File: src/rtl/casc_timer.sv
module casc_timer #(
  parameter int W  = 16,
  parameter int AW = 3
) (
  input  logic          clk,
  input  logic          rst_n,
  input  logic          cnt_en,
  input  logic          cnt_down,
  input  logic          cap_in,
  input  logic          bus_sel,
  input  logic [AW-1:0] bus_addr,
  input  logic [W-1:0]  bus_wdata,
  output logic [W-1:0]  lo_count,
  output logic [W-1:0]  hi_count,
  output logic [W-1:0]  cap_a,
  output logic [W-1:0]  cap_buf,
  output logic [W-1:0]  cap_b,
  output logic [1:0]    flags
);
  localparam logic [W-1:0] TOP = '1;

  logic          ph_valid;
  logic [AW-1:0] ph_addr;
  logic [W-1:0]  cmp_hi;
  logic [1:0]    ctrl;

  logic wr_lo, wr_hi, wr_cmp, wr_ca, wr_buf, wr_cb, wr_ctl, wr_flg;
  logic wrap, match_evt, cap_evt, clr;

  assign wr_lo  = ph_valid && ph_addr == AW'(0);
  assign wr_hi  = ph_valid && ph_addr == AW'(1);
  assign wr_cmp = ph_valid && ph_addr == AW'(2);
  assign wr_ca  = ph_valid && ph_addr == AW'(3);
  assign wr_buf = ph_valid && ph_addr == AW'(4);
  assign wr_cb  = ph_valid && ph_addr == AW'(5);
  assign wr_ctl = ph_valid && ph_addr == AW'(6);
  assign wr_flg = ph_valid && ph_addr == AW'(7);

  assign wrap      = cnt_en && (cnt_down ? lo_count == '0 : lo_count == TOP);
  assign match_evt = wrap && hi_count == cmp_hi;
  assign cap_evt   = ctrl[0] ? wrap : cap_in;
  assign clr       = match_evt && ctrl[1];

  always_ff @(posedge clk) begin
    if (!rst_n) begin
      ph_valid <= 1'b0;
      ph_addr  <= '0;
    end else begin
      ph_valid <= bus_sel;
      ph_addr  <= bus_addr;
    end
  end

  always_ff @(posedge clk) begin
    if (!rst_n)        lo_count <= '0;
    else if (wr_lo)    lo_count <= bus_wdata;
    else if (clr)      lo_count <= '0;
    else if (cnt_en)   lo_count <= cnt_down ? lo_count - 1'b1 : lo_count + 1'b1;
  end

  always_ff @(posedge clk) begin
    if (!rst_n)              hi_count <= '0;
    else if (wr_hi)          hi_count <= bus_wdata;
    else if (clr)            hi_count <= '0;
    else if (wrap && !wr_lo) hi_count <= cnt_down ? hi_count - 1'b1 : hi_count + 1'b1;
  end

  always_ff @(posedge clk) begin
    if (!rst_n) begin
      cmp_hi <= '0;
      ctrl   <= '0;
    end else begin
      if (wr_cmp) cmp_hi <= bus_wdata;
      if (wr_ctl) ctrl   <= bus_wdata[1:0];
    end
  end

  always_ff @(posedge clk) begin
    if (!rst_n) begin
      cap_a   <= '0;
      cap_buf <= '0;
      cap_b   <= '0;
    end else if (cap_evt) begin
      cap_a   <= lo_count;
      cap_buf <= cap_a;
      cap_b   <= hi_count;
    end else begin
      if (wr_ca)  cap_a   <= bus_wdata;
      if (wr_buf) cap_buf <= bus_wdata;
      if (wr_cb)  cap_b   <= bus_wdata;
    end
  end

  always_ff @(posedge clk) begin
    if (!rst_n) flags <= '0;
    else flags <= (flags & ~(wr_flg ? bus_wdata[1:0] : 2'b00)) | {cap_evt, match_evt};
  end

  AST_WR_LO_WINS: assert property (@(posedge clk) disable iff (!rst_n)
    wr_lo && wrap |=> lo_count == $past(bus_wdata));
  AST_NO_HI_STEP: assert property (@(posedge clk) disable iff (!rst_n)
    wr_lo && wrap && !wr_hi && !clr |=> hi_count == $past(hi_count));
  AST_MATCH_FLAG: assert property (@(posedge clk) disable iff (!rst_n)
    match_evt |=> flags[0]);
  AST_CAP_SHIFT: assert property (@(posedge clk) disable iff (!rst_n)
    cap_evt |=> cap_buf == $past(cap_a) && cap_a == $past(lo_count) && flags[1]);
  AST_CAP_BEATS_WR: assert property (@(posedge clk) disable iff (!rst_n)
    cap_evt && wr_buf |=> cap_buf == $past(cap_a));
  AST_CLR_BOTH: assert property (@(posedge clk) disable iff (!rst_n)
    clr && !wr_lo && !wr_hi |=> lo_count == '0 && hi_count == '0);
endmodule

File: config.mk
export PLATFORM = sky130hd
export DESIGN_NAME = casc_timer
export DESIGN_NICKNAME = d
export VERILOG_FILES = /design/src/rtl/casc_timer.sv
export SDC_FILE = /design/constraint.sdc
export NUM_CORES = 1
export LEC_CHECK = 0
export BUFFER_PORTS_ARGS = -buffer_cell sky130_fd_sc_hd__buf_2
export CAP_MARGIN = 20
export CORE_UTILIZATION = 30
export DETAILED_ROUTE_END_ITERATION = 8
export SLEW_MARGIN = 20
export SYNTH_ARGS = -nofsm -noshare
export SYNTH_HDL_FRONTEND = slang
export SYNTH_SLANG_ARGS = --single-unit
File: constraint.sdc
create_clock -name clk -period 6.5 [get_ports clk]
set_input_delay 0.65 -clock clk [delete_from_list [all_inputs] [get_ports clk]]
set_output_delay 0.65 -clock clk [all_outputs]
set_load 0.01 [all_outputs]
==> impl_summary.md, run 1 <==
Final layout
The final net count is 861. The multi-input combinational cells in the finished layout cover a total of 3764 um2. The layout overhead on the synthesized area is 17.42%.

Registers take 2082 um2. The count of inserted antenna diode cells is 0. Of the cells placed in the final design, the portion with a size suffix greater than 1 is 0.1765. Fill cells in the final layout number 2,086.

Routing
The detail-routed via count per cell is 5.353. The detailed-route wire length is 18.97 mm. For this run, design rule violations remaining after detail routing come to 0.

In this run, the number of DRC markers left after iteration 0 of detailed routing was 397. The count of nets left with antenna violations once routing finished came out at 0. The first TritonRoute pass finished after 6 iterations. The via count of the routed design is 5,754. After detailed routing, the average wire length per cell comes to 17.64 um.

GRT
The global-route wire length before repair is 30.32 mm. The via count of the first global-routing pass came to 5,515. The maximum number of pins on one net before global-route repair is 56.

The overflow left after global routing is 0. The initial antenna violation count is 0. The overall global routing resource usage is 0.1903.

Logic synthesis
In this run, distinct cell masters in the synthesized netlist total 63. In this run, synthesis inferred 0 flip-flops with an integrated enable. The mean cell area of the mapped netlist is 8.348 um2. The share of async-settable or async-resettable flops after synthesis is 0. The synthesized instance count is 726. The number of nets handed over by synthesis was 781. The fraction of the yosys area taken by sequential cells is 0.3435. In this run, synthesis produced a sequential element count of 104. After synthesis the cells add up to 6061 um2.

Among all flip-flop cells after synthesis, the most frequent one is sky130_fd_sc_hd__dfxtp_1. The number of warnings printed during yosys synthesis is 0.

Setup path
The endpoint of the worst setup timing path is lo_count[12]. The category of the worst setup path capture point is a flop. The critical path is of the input pin to flop type.

The worst endpoint data arrival time is 3.25 ns. In this run the register-to-register setup slack is 3.88 ns. The depth of the most critical reg-to-reg path is 7. The cell that appears most often on the critical path is sky130_fd_sc_hd__o31a_1. The stage delay of the slowest cell on the critical path is 0.58 ns. The critical path goes through buf_2 -> ha_1 -> nor2b_1 -> o31a_1 -> o31a_1 -> o22a_1 -> o41ai_1 -> mux2i_1 -> a21oi_1. The slowest cell on the critical path is sky130_fd_sc_hd__buf_2. The critical path starts at cnt_down. The category of the worst setup path launch point is an input pin.

The highest net fanout along the worst path is 33. The startpoint identified for the worst register-to-register timing path is hi_count[10]. The worst flop-to-flop path endpoint is hi_count[0]. Data on the critical path is required at its endpoint by 6.76 ns.

Job
The number of maximum-capacitance constraint violations is 0.

Pwr
The fraction of power consumed by sequential logic is 0.434. Summed over all cells, the static leakage comes to 3.158 nW. The ratio of total power to cell area is 238.2 nW/um2. IR analysis of the VDD net gives a maximum drop of 114.0 uV. The switching power is 0.5241 mW.

The share of total power dissipated in combinational logic is 0.226. The clock group share of total power is 0.341. The fraction of power spent switching nets is 0.3091. The cell-internal power is 1.171 mW.

STA
The setup TNS is 0 ns. The routed design could run at a clock period as short as 2.997 ns. The maximum clock frequency is 0.3337 GHz. The number of hold violations in the final report is 0. The worst path meets setup with 3.503 ns of slack. The part of the cycle the worst path needs is 0.4611. The remaining max-slew budget at the tightest pin is 0.4239. For the pin with the worst max-slew slack, the measured transition is 0.8595 ns. The clock arrives with 0.009902 ns of skew.

Setup violations remaining at the end of the flow were counted as 0. The number of pins exceeding their max-slew limit in the final report is 0. Setup repair after global routing left no endpoint under its margin.

Clock network
Gates resized during post-CTS repair numbered 0. The clock-pin slew on the worst setup and hold paths is 0.07 ns. The number of buffers between clock root and the deepest sink is 2. The number of buffers added by the clock tree synthesis step is 9. The number of clock sinks is 104.

The buffer count from post-CTS setup fixing is 0. The H-tree generated during clock tree synthesis spans 3 levels. At the later pin of the worst-skew pair, clock insertion delay measures 0.36 ns. TritonCTS built the clock tree. The root buffer selected by CTS is sky130_fd_sc_hd__clkbuf_16. The hold buffer count at CTS is 0.

Die
In this run the count of I/O pins placed on the die edge is 107. The core area is 19,650 um2. The die covers 20,770 um2. The initial utilization of the core area, before any placement, comes to 0.3084.

After floorplanning, the core was divided into 51 placement rows. Measured along the x axis, the die boundary spans 144.1 um. The height of the die is 144.1 um.

Min path
The classification of the worst-slack hold path is flop to flop. The worst hold path begins at flags[1].

Placed design
The count of buffers inserted at the top-level ports is 106. OpenSTA, run right after detailed placement, puts the worst setup slack at 3.117 ns. Summed over all nets, the half-perimeter wirelength after detailed placement is 13.37 mm.

Routability-driven placement finished with a final weighted congestion of 0.8777.

Outcome
The run finished with clean final reports.
how the worst min path moves through the flow:
stage | slack (ns) | end | cells after the start
finish | 0.46 | flags[1] | 2
CTS | 0.46 | flags[1] | 2
global placement | 0.45 | flags[1] | 2
global route | 0.48 | flags[1] | 2
detailed placement | 0.45 | flags[1] | 2
floorplan | 0.45 | cmp_hi[0] | 2
critical path: cells and delay by family:
family	cells	cell delay [ns]
buf+inv	1	0.58
compound gates	5	1.19
fa+ha+maj	1	0.40
simple gates	1	0.17
mux	1	0.24
cell usage in the layout (no fill, tap or decap), types with 3 or more instances in the layout:
master                      Yosys  layout
sky130_fd_sc_hd__and3_1         4       4
sky130_fd_sc_hd__nor2b_1        5       5
sky130_fd_sc_hd__nor2_1        74      74
sky130_fd_sc_hd__o21a_1         8       8
sky130_fd_sc_hd__clkbuf_8       0       3
sky130_fd_sc_hd__inv_1         10      10
sky130_fd_sc_hd__ha_1          28      28
sky130_fd_sc_hd__xnor2_1       26      26
sky130_fd_sc_hd__nand2b_1       3       3
sky130_fd_sc_hd__buf_2         11     106
sky130_fd_sc_hd__and2_1         8       8
sky130_fd_sc_hd__dfxtp_1      104     104
sky130_fd_sc_hd__nor3_1        14      13
sky130_fd_sc_hd__nand3_1       14      14
sky130_fd_sc_hd__nand4_1        8       8
sky130_fd_sc_hd__nor4_1         3       3
sky130_fd_sc_hd__xor2_1        10      10
sky130_fd_sc_hd__o21ai_0       36      36
sky130_fd_sc_hd__mux2i_1       51      51
sky130_fd_sc_hd__a211oi_1      50      50
sky130_fd_sc_hd__o211ai_1       3       3
sky130_fd_sc_hd__nand2_1       76      76
sky130_fd_sc_hd__a31oi_1        7       7
sky130_fd_sc_hd__or3_1          9       9
sky130_fd_sc_hd__clkbuf_16      0       9
sky130_fd_sc_hd__a21o_1         9       9
sky130_fd_sc_hd__o31a_1         3       3
sky130_fd_sc_hd__a22oi_1        9       9
sky130_fd_sc_hd__a21oi_1       60      60
sky130_fd_sc_hd__buf_4          0       8
stage by stage:
| step | cells | hold slack (ns) | power, mW | utilization | instance area, um2 |
|---|---|---|---|---|---|
| finish | 1075 | 0.4572 | 1.696 | 0.3621 | 7117 |
| floorplan | 726 | 0.4488 | 0.9989 | - | 6061 |
| global route | 1075 | 0.4827 | 1.784 | 0.3621 | 7117 |
| detailed placement | 1060 | 0.4518 | 1.130 | 0.3464 | 6809 |
| global placement | 1060 | 0.4457 | 1.128 | 0.3464 | 6809 |
| CTS | 1075 | 0.4613 | 1.706 | 0.3621 | 7117 |
synth_stat cells, types with 4 or more instances:
master,instances,area share
sky130_fd_sc_hd__nand3_1,14,0.012
sky130_fd_sc_hd__a31oi_1,7,0.0072
sky130_fd_sc_hd__inv_1,10,0.0062
sky130_fd_sc_hd__nor2_1,74,0.046
sky130_fd_sc_hd__ha_1,28,0.058
sky130_fd_sc_hd__nor2b_1,5,0.0052
sky130_fd_sc_hd__o21ai_0,36,0.030
sky130_fd_sc_hd__and2_1,8,0.0083
sky130_fd_sc_hd__o21a_1,8,0.0099
sky130_fd_sc_hd__a211oi_1,50,0.062
sky130_fd_sc_hd__or3_1,9,0.0093
sky130_fd_sc_hd__mux2i_1,51,0.084
sky130_fd_sc_hd__a21oi_1,60,0.050
sky130_fd_sc_hd__nand4_1,8,0.0083
sky130_fd_sc_hd__buf_2,11,0.0091
sky130_fd_sc_hd__and3_1,4,0.0041
sky130_fd_sc_hd__xor2_1,10,0.014
sky130_fd_sc_hd__dfxtp_1,104,0.34
sky130_fd_sc_hd__nand2_1,76,0.047
sky130_fd_sc_hd__clkbuf_1,31,0.019
sky130_fd_sc_hd__nor3_1,14,0.012
sky130_fd_sc_hd__xnor2_1,26,0.038
sky130_fd_sc_hd__a21o_1,9,0.011
sky130_fd_sc_hd__a22oi_1,9,0.011
power groups by stage:
stage               clock, mW  sequential (mW)  combinational, mW
global route            0.613            0.741              0.430
finish                  0.577            0.735              0.383
detailed placement          0            0.750              0.380
CTS                     0.589            0.735              0.383
global placement            0            0.750              0.378
floorplan                   0            0.749              0.250
logic make-up (layout without fill, tap and decap cells):
| logic type | Yosys count | in the layout | share of synthesized area |
|---|---|---|---|
| DFF | 104 | 104 | 0.3435 |
| muxes | 52 | 52 | 0.08650 |
| buffers and inverters | 56 | 140 | 0.03943 |
| xor gates and xnor gates | 36 | 36 | 0.05202 |
| and+or+nand+nor | 235 | 235 | 0.1802 |
| adders and majority gates | 30 | 30 | 0.06441 |
| AOI/OAI and AO/OA | 213 | 213 | 0.2339 |
registers in the layout, summed over array words and instances, names as in the netlist:
name,flops
cap_a,16
cap_b,16
cap_buf,16
cmp_hi,16
hi_count,16
lo_count,16
ph_addr,3
ctrl,2
flags,2
ph_valid,1
area by class of cell:
| class | instances | area share |
|---|---|---|
| clock buffer | 13 | 0.03797 |
| clock inverter | 2 | 0.005274 |
| inverter | 11 | 0.005802 |
| multi-input combinational | 566 | 0.5288 |
| sequential | 104 | 0.2925 |
| tap | 265 | 0.04659 |
| timing repair buffer | 114 | 0.08298 |
layer usage:
layer,wire [um],GRT usage,up-vias,share of wire
met5,0,0,-,0
met4,385,0.07036,0,0.020
met3,878,0.03079,26,0.046
met2,8916,0.3130,156,0.47
met1,8786,0.2496,2764,0.46
li1,-,-,2808,-
No activity file was read; power rests on OpenSTA's default activity.
==> run 2: changes to the inputs <==
--- a/config.mk
+++ b/config.mk
@@ -5,6 +5,7 @@
 export SDC_FILE = /design/constraint.sdc
 export NUM_CORES = 1
 export LEC_CHECK = 0
+export ABC_AREA = 1
 export BUFFER_PORTS_ARGS = -buffer_cell sky130_fd_sc_hd__buf_2
 export CAP_MARGIN = 20
 export CORE_UTILIZATION = 30
==> constraint.sdc (replaced) <==
create_clock -name clk -period 3 [get_ports clk]
set_input_delay 0.3 -clock clk [delete_from_list [all_inputs] [get_ports clk]]
set_output_delay 0.3 -clock clk [all_outputs]
set_load 0.01 [all_outputs]
==> run 2 against run 1 <==
Net effect: sequential power increased by 110%; sequential cell count unchanged; total power increased by 130%; sequential share of layout area decreased by 3.5 points; final cell count increased by 42%; highest routed layer unchanged.
==> impl_summary.md, run 2 <==
Outcome
The flow ran to the end, and the final reports show no timing, DRC or antenna violations.

Logic synthesis
Yosys instantiated no cell more often than sky130_fd_sc_hd__nand2_1. The synthesized net count is 1,204 (+54%). The post-synthesis instance area is 6985 um2 (+15%). The fraction of synthesized cell area taken by the top area cell type is 0.2980 (-0.04547). The number of unique standard cell types used by synthesis is 31 (-51%). The synthesized instance count is 1,149 (+58%). The share of async-settable or async-resettable flops after synthesis came to 0 (unchanged). The mean cell area of the mapped netlist came to 6.080 um2 (-27%). The flop and latch count out of synthesis came to 104 (unchanged).

Sorting the synthesized cells by area gives the leading types as sky130_fd_sc_hd__dfxtp_1 (30%), sky130_fd_sc_hd__nand2_1 (18%), sky130_fd_sc_hd__nand3_1 (13%). The number of warnings printed during yosys synthesis is 0 (unchanged). After synthesis, the most frequently instantiated cells are sky130_fd_sc_hd__nand2_1 (343), sky130_fd_sc_hd__nand3_1 (183), sky130_fd_sc_hd__inv_1 (155). Summed over all instances, the cell type with the most area after synthesis is sky130_fd_sc_hd__dfxtp_1. The fraction of the yosys area taken by sequential cells is 0.2980 (-0.04547). The most used flip-flop cell after synthesis is sky130_fd_sc_hd__dfxtp_1. The number of enable-type register cells in the synthesized netlist is 0 (unchanged).

Clock network
The number of buffers between clock root and the deepest sink is 2 (unchanged). The quantity of gates resized following cts is 0 (unchanged). The H-tree depth is 3 (unchanged). CTS placed an instance of sky130_fd_sc_hd__clkbuf_16 at the clock tree root.

The hold buffer count at CTS is 0 (unchanged). TritonCTS built the clock tree. The number of buffers added by the clock tree synthesis step is 9 (unchanged).

The clock-pin slew on the worst setup and hold paths is 0.08 ns (about the same). The buffer count from post-CTS setup fixing came to 0 (unchanged). The clock latency reported for the late side of the worst-skew pair is 0.36 ns (about the same). The number of clock sinks is 104 (unchanged).

STA
In the finished design, the share of the clock period the worst path needs comes to 0.8186. The transition time at the pin with the least slew margin is 0.8687 ns (+0.009236 ns). The maximum clock frequency is 0.4072 GHz. The setup TNS is 0 ns (unchanged). The largest clock skew in the final design was 0.01489 ns (+0.004987 ns). The remaining max-slew budget at the tightest pin is 0.4208 (-0.003035). The number of pins exceeding their max-slew limit in the final report is 0 (unchanged). Setup repair after global routing left no endpoint under its margin.

The number of hold violations in the final report is 0 (unchanged). The setup violation total in the final timing report was 0 (unchanged). The time the worst path needs with I/O delays and setup is 2.456 ns.

Setup path
The highest net fanout along the worst path was 19 (-42%). The minimum setup slack among reg-to-reg paths is 0.54 ns (-3.34 ns). The worst setup path is launched from a flop. The depth of the most critical reg-to-reg path is 9 (+2). The most frequent cell on the critical path is sky130_fd_sc_hd__inv_1. The category of the worst setup path capture point is a flop. The slowest cell on the critical path is sky130_fd_sc_hd__nor2_1. The kind of critical path is flop to flop. The worst endpoint data arrival time was 2.74 ns (-0.51 ns). Traced cell by cell, the critical path runs through inv_1 -> nor2_1 -> inv_1 -> nor2_4 -> nor2_1 -> inv_1 -> o21ai_0 -> inv_1 -> a21oi_1. The worst endpoint required time is 3.28 ns (-3.48 ns). The stage delay of the slowest cell on the critical path is 0.68 ns (+0.10 ns).

Routing
The total iterations of the first detailed-routing run is 5 (-1). The via count of the routed design is 7,502 (+30%). The detail-routed via count per cell was 4.913 (-8.2%). The wire length per cell after detailed routing is 15.17 um (-14%).

The detailed-route wire length is 23.16 mm (+22%). The remaining routing DRC violations came to 0 (unchanged). The post-detailed-route count of antenna-violating nets is 0 (unchanged).

The detailed router's first-iteration violation count was 587 (+48%).

Die
The initial core utilization was 0.3076 (-0.0007746). The core area came to 22,710 um2 (+16%). The area of the die is 23,900 um2 (+15%). The I/O pin count is 107 (unchanged). The chip width is 154.6 um (+7.3%). The height of the die is 154.6 um (+7.3%). The cell row count is 55 (+7.8%).

Pwr
The fraction of power consumed by combinational cells is 0.273 (+0.047). The switching power came to 1.393 mW (+170%). The cell-internal power is 2.532 mW (+120%).

The fraction of power spent switching nets is 0.3549 (+0.04582). The leakage power was 4.467 nW (+41%). The peak supply drop was 256.7 uV (+130%). The fraction of power consumed by sequential logic was 0.404 (-0.030). The clock group share of total power came to 0.323 (-0.018).

The ratio of total power to cell area was 485.7 nW/um2 (+100%).

Placed design
The weighted congestion reported at the end of routability-driven placement is 0.8596 (-2.1%). The number of cells after detailed placement came to 1,511 (+43%). The post-placement cell area is 7770 um2 (+14%). The half-perimeter wire length of the detailed placement result is 17.00 mm (+27%). The count of buffers inserted at the top-level ports is 106 (unchanged).

GRT
The overflow left after global routing was 0 (unchanged). The global-route wire length before repair came to 36.84 mm (+22%). The overall global routing resource usage was 0.1953 (+0.005015). The initial antenna violation count came to 0 (unchanged). The maximum number of pins on one net before global-route repair came to 97 (+73%). The via count of the first global-routing pass is 7,017 (+27%).

Final layout
The fraction of the core area covered by cells at the end of the flow is 0.3559 (-0.006240). The most common library cell in the layout ignoring fill and taps is sky130_fd_sc_hd__nand2_1. The number of standard cells in the layout, taps in and fillers out is 1,527 (+42%).

In the layout the commonest cells are sky130_fd_sc_hd__nand2_1 (343), sky130_fd_sc_hd__nand3_1 (183), sky130_fd_sc_hd__inv_1 (155). The final net count is 1,292 (+50%). The cell area after layout is 8082 um2 (+14%). The share of layout cells above drive strength 1 is 0.1256 (-0.05094). The count of inserted antenna diode cells came to 0 (unchanged). The number of fillers in the final layout is 2,537 (+22%). The layout overhead on the synthesized area is 15.69%.

Min path
The number of cells traversed by the worst hold path is 3 (+1). The path class of the tightest hold or removal check is input pin to flop.

Job
The number of maximum-capacitance constraint violations is 0 (unchanged).
-- run 2: worst max-delay path: cells and delay by family (launching register included) --
family | cells | cell delay (ns)
buffers and inverters | 4 | 0.77
and+or+nand+nor | 3 | 0.86
DFF | 1 | 0.34
AOI/OAI and AO/OA | 2 | 0.41
-- run 2: metrics by stage --
stage / worst slack (ns) / power [mW] / hold WS [ns]
after floorplan: 1.166 / 2.329 / 0.3976
after global placement: 0.5373 / 2.679 / 0.4544
after detailed placement: 0.5040 / 2.683 / 0.4603
after CTS: 0.5180 / 3.951 / 0.1263
after global routing: 0.1981 / 4.162 / 0.1448
final: 0.5442 / 3.925 / 0.1391
-- run 2: cell type report --
class | count | area (um2) | share of cell area
multi-input cells | 836 | 4049 | 0.5010
flip-flops and latches | 104 | 2082 | 0.2576
repair buffers | 126 | 680.7 | 0.08422
inverters | 160 | 601.8 | 0.07447
well taps | 285 | 356.6 | 0.04412
clock buffers | 9 | 225.2 | 0.02787
clock inverters | 7 | 86.33 | 0.01068
-- run 2: power groups by stage --
stage,clock [mW],sequential (mW),combinational [mW]
3_3_place_gp,0,1.62,1.06
5_1_grt,1.34,1.59,1.23
3_5_place_dp,0,1.61,1.07
4_1_cts,1.29,1.58,1.07
2_1_floorplan,0,1.61,0.719
6_report,1.27,1.58,1.07
-- run 2: path summary, 6_finish.rpt --
check,start,endpoint
setup / recovery,ph_valid,lo_count[0]
hold / removal,bus_sel,ph_valid
setup reg to reg,ph_valid,lo_count[0]
hold reg to reg,cmp_hi[8],cmp_hi[8]
-- run 2: cells by family after synthesis --
group	after synthesis	synth area share
buffers and inverters	209	0.1223
adders and majority gates	30	0.05588
DFF	104	0.2980
AOI/OAI and AO/OA	85	0.06627
and+or+nand+nor	691	0.4198
xor gates and xnor gates	30	0.03761
-- run 2: routing by layer --
layer  vias to the layer above  GRT usage  part of all wire  wire (um)
li1                       3805          -                 -          -
met3                        31    0.03755             0.074       1708
met4                         0    0.05469             0.018        406
met1                      3441     0.2512              0.44      10190
met2                       225     0.3312              0.47      10850
met5                         -          0                 0          0
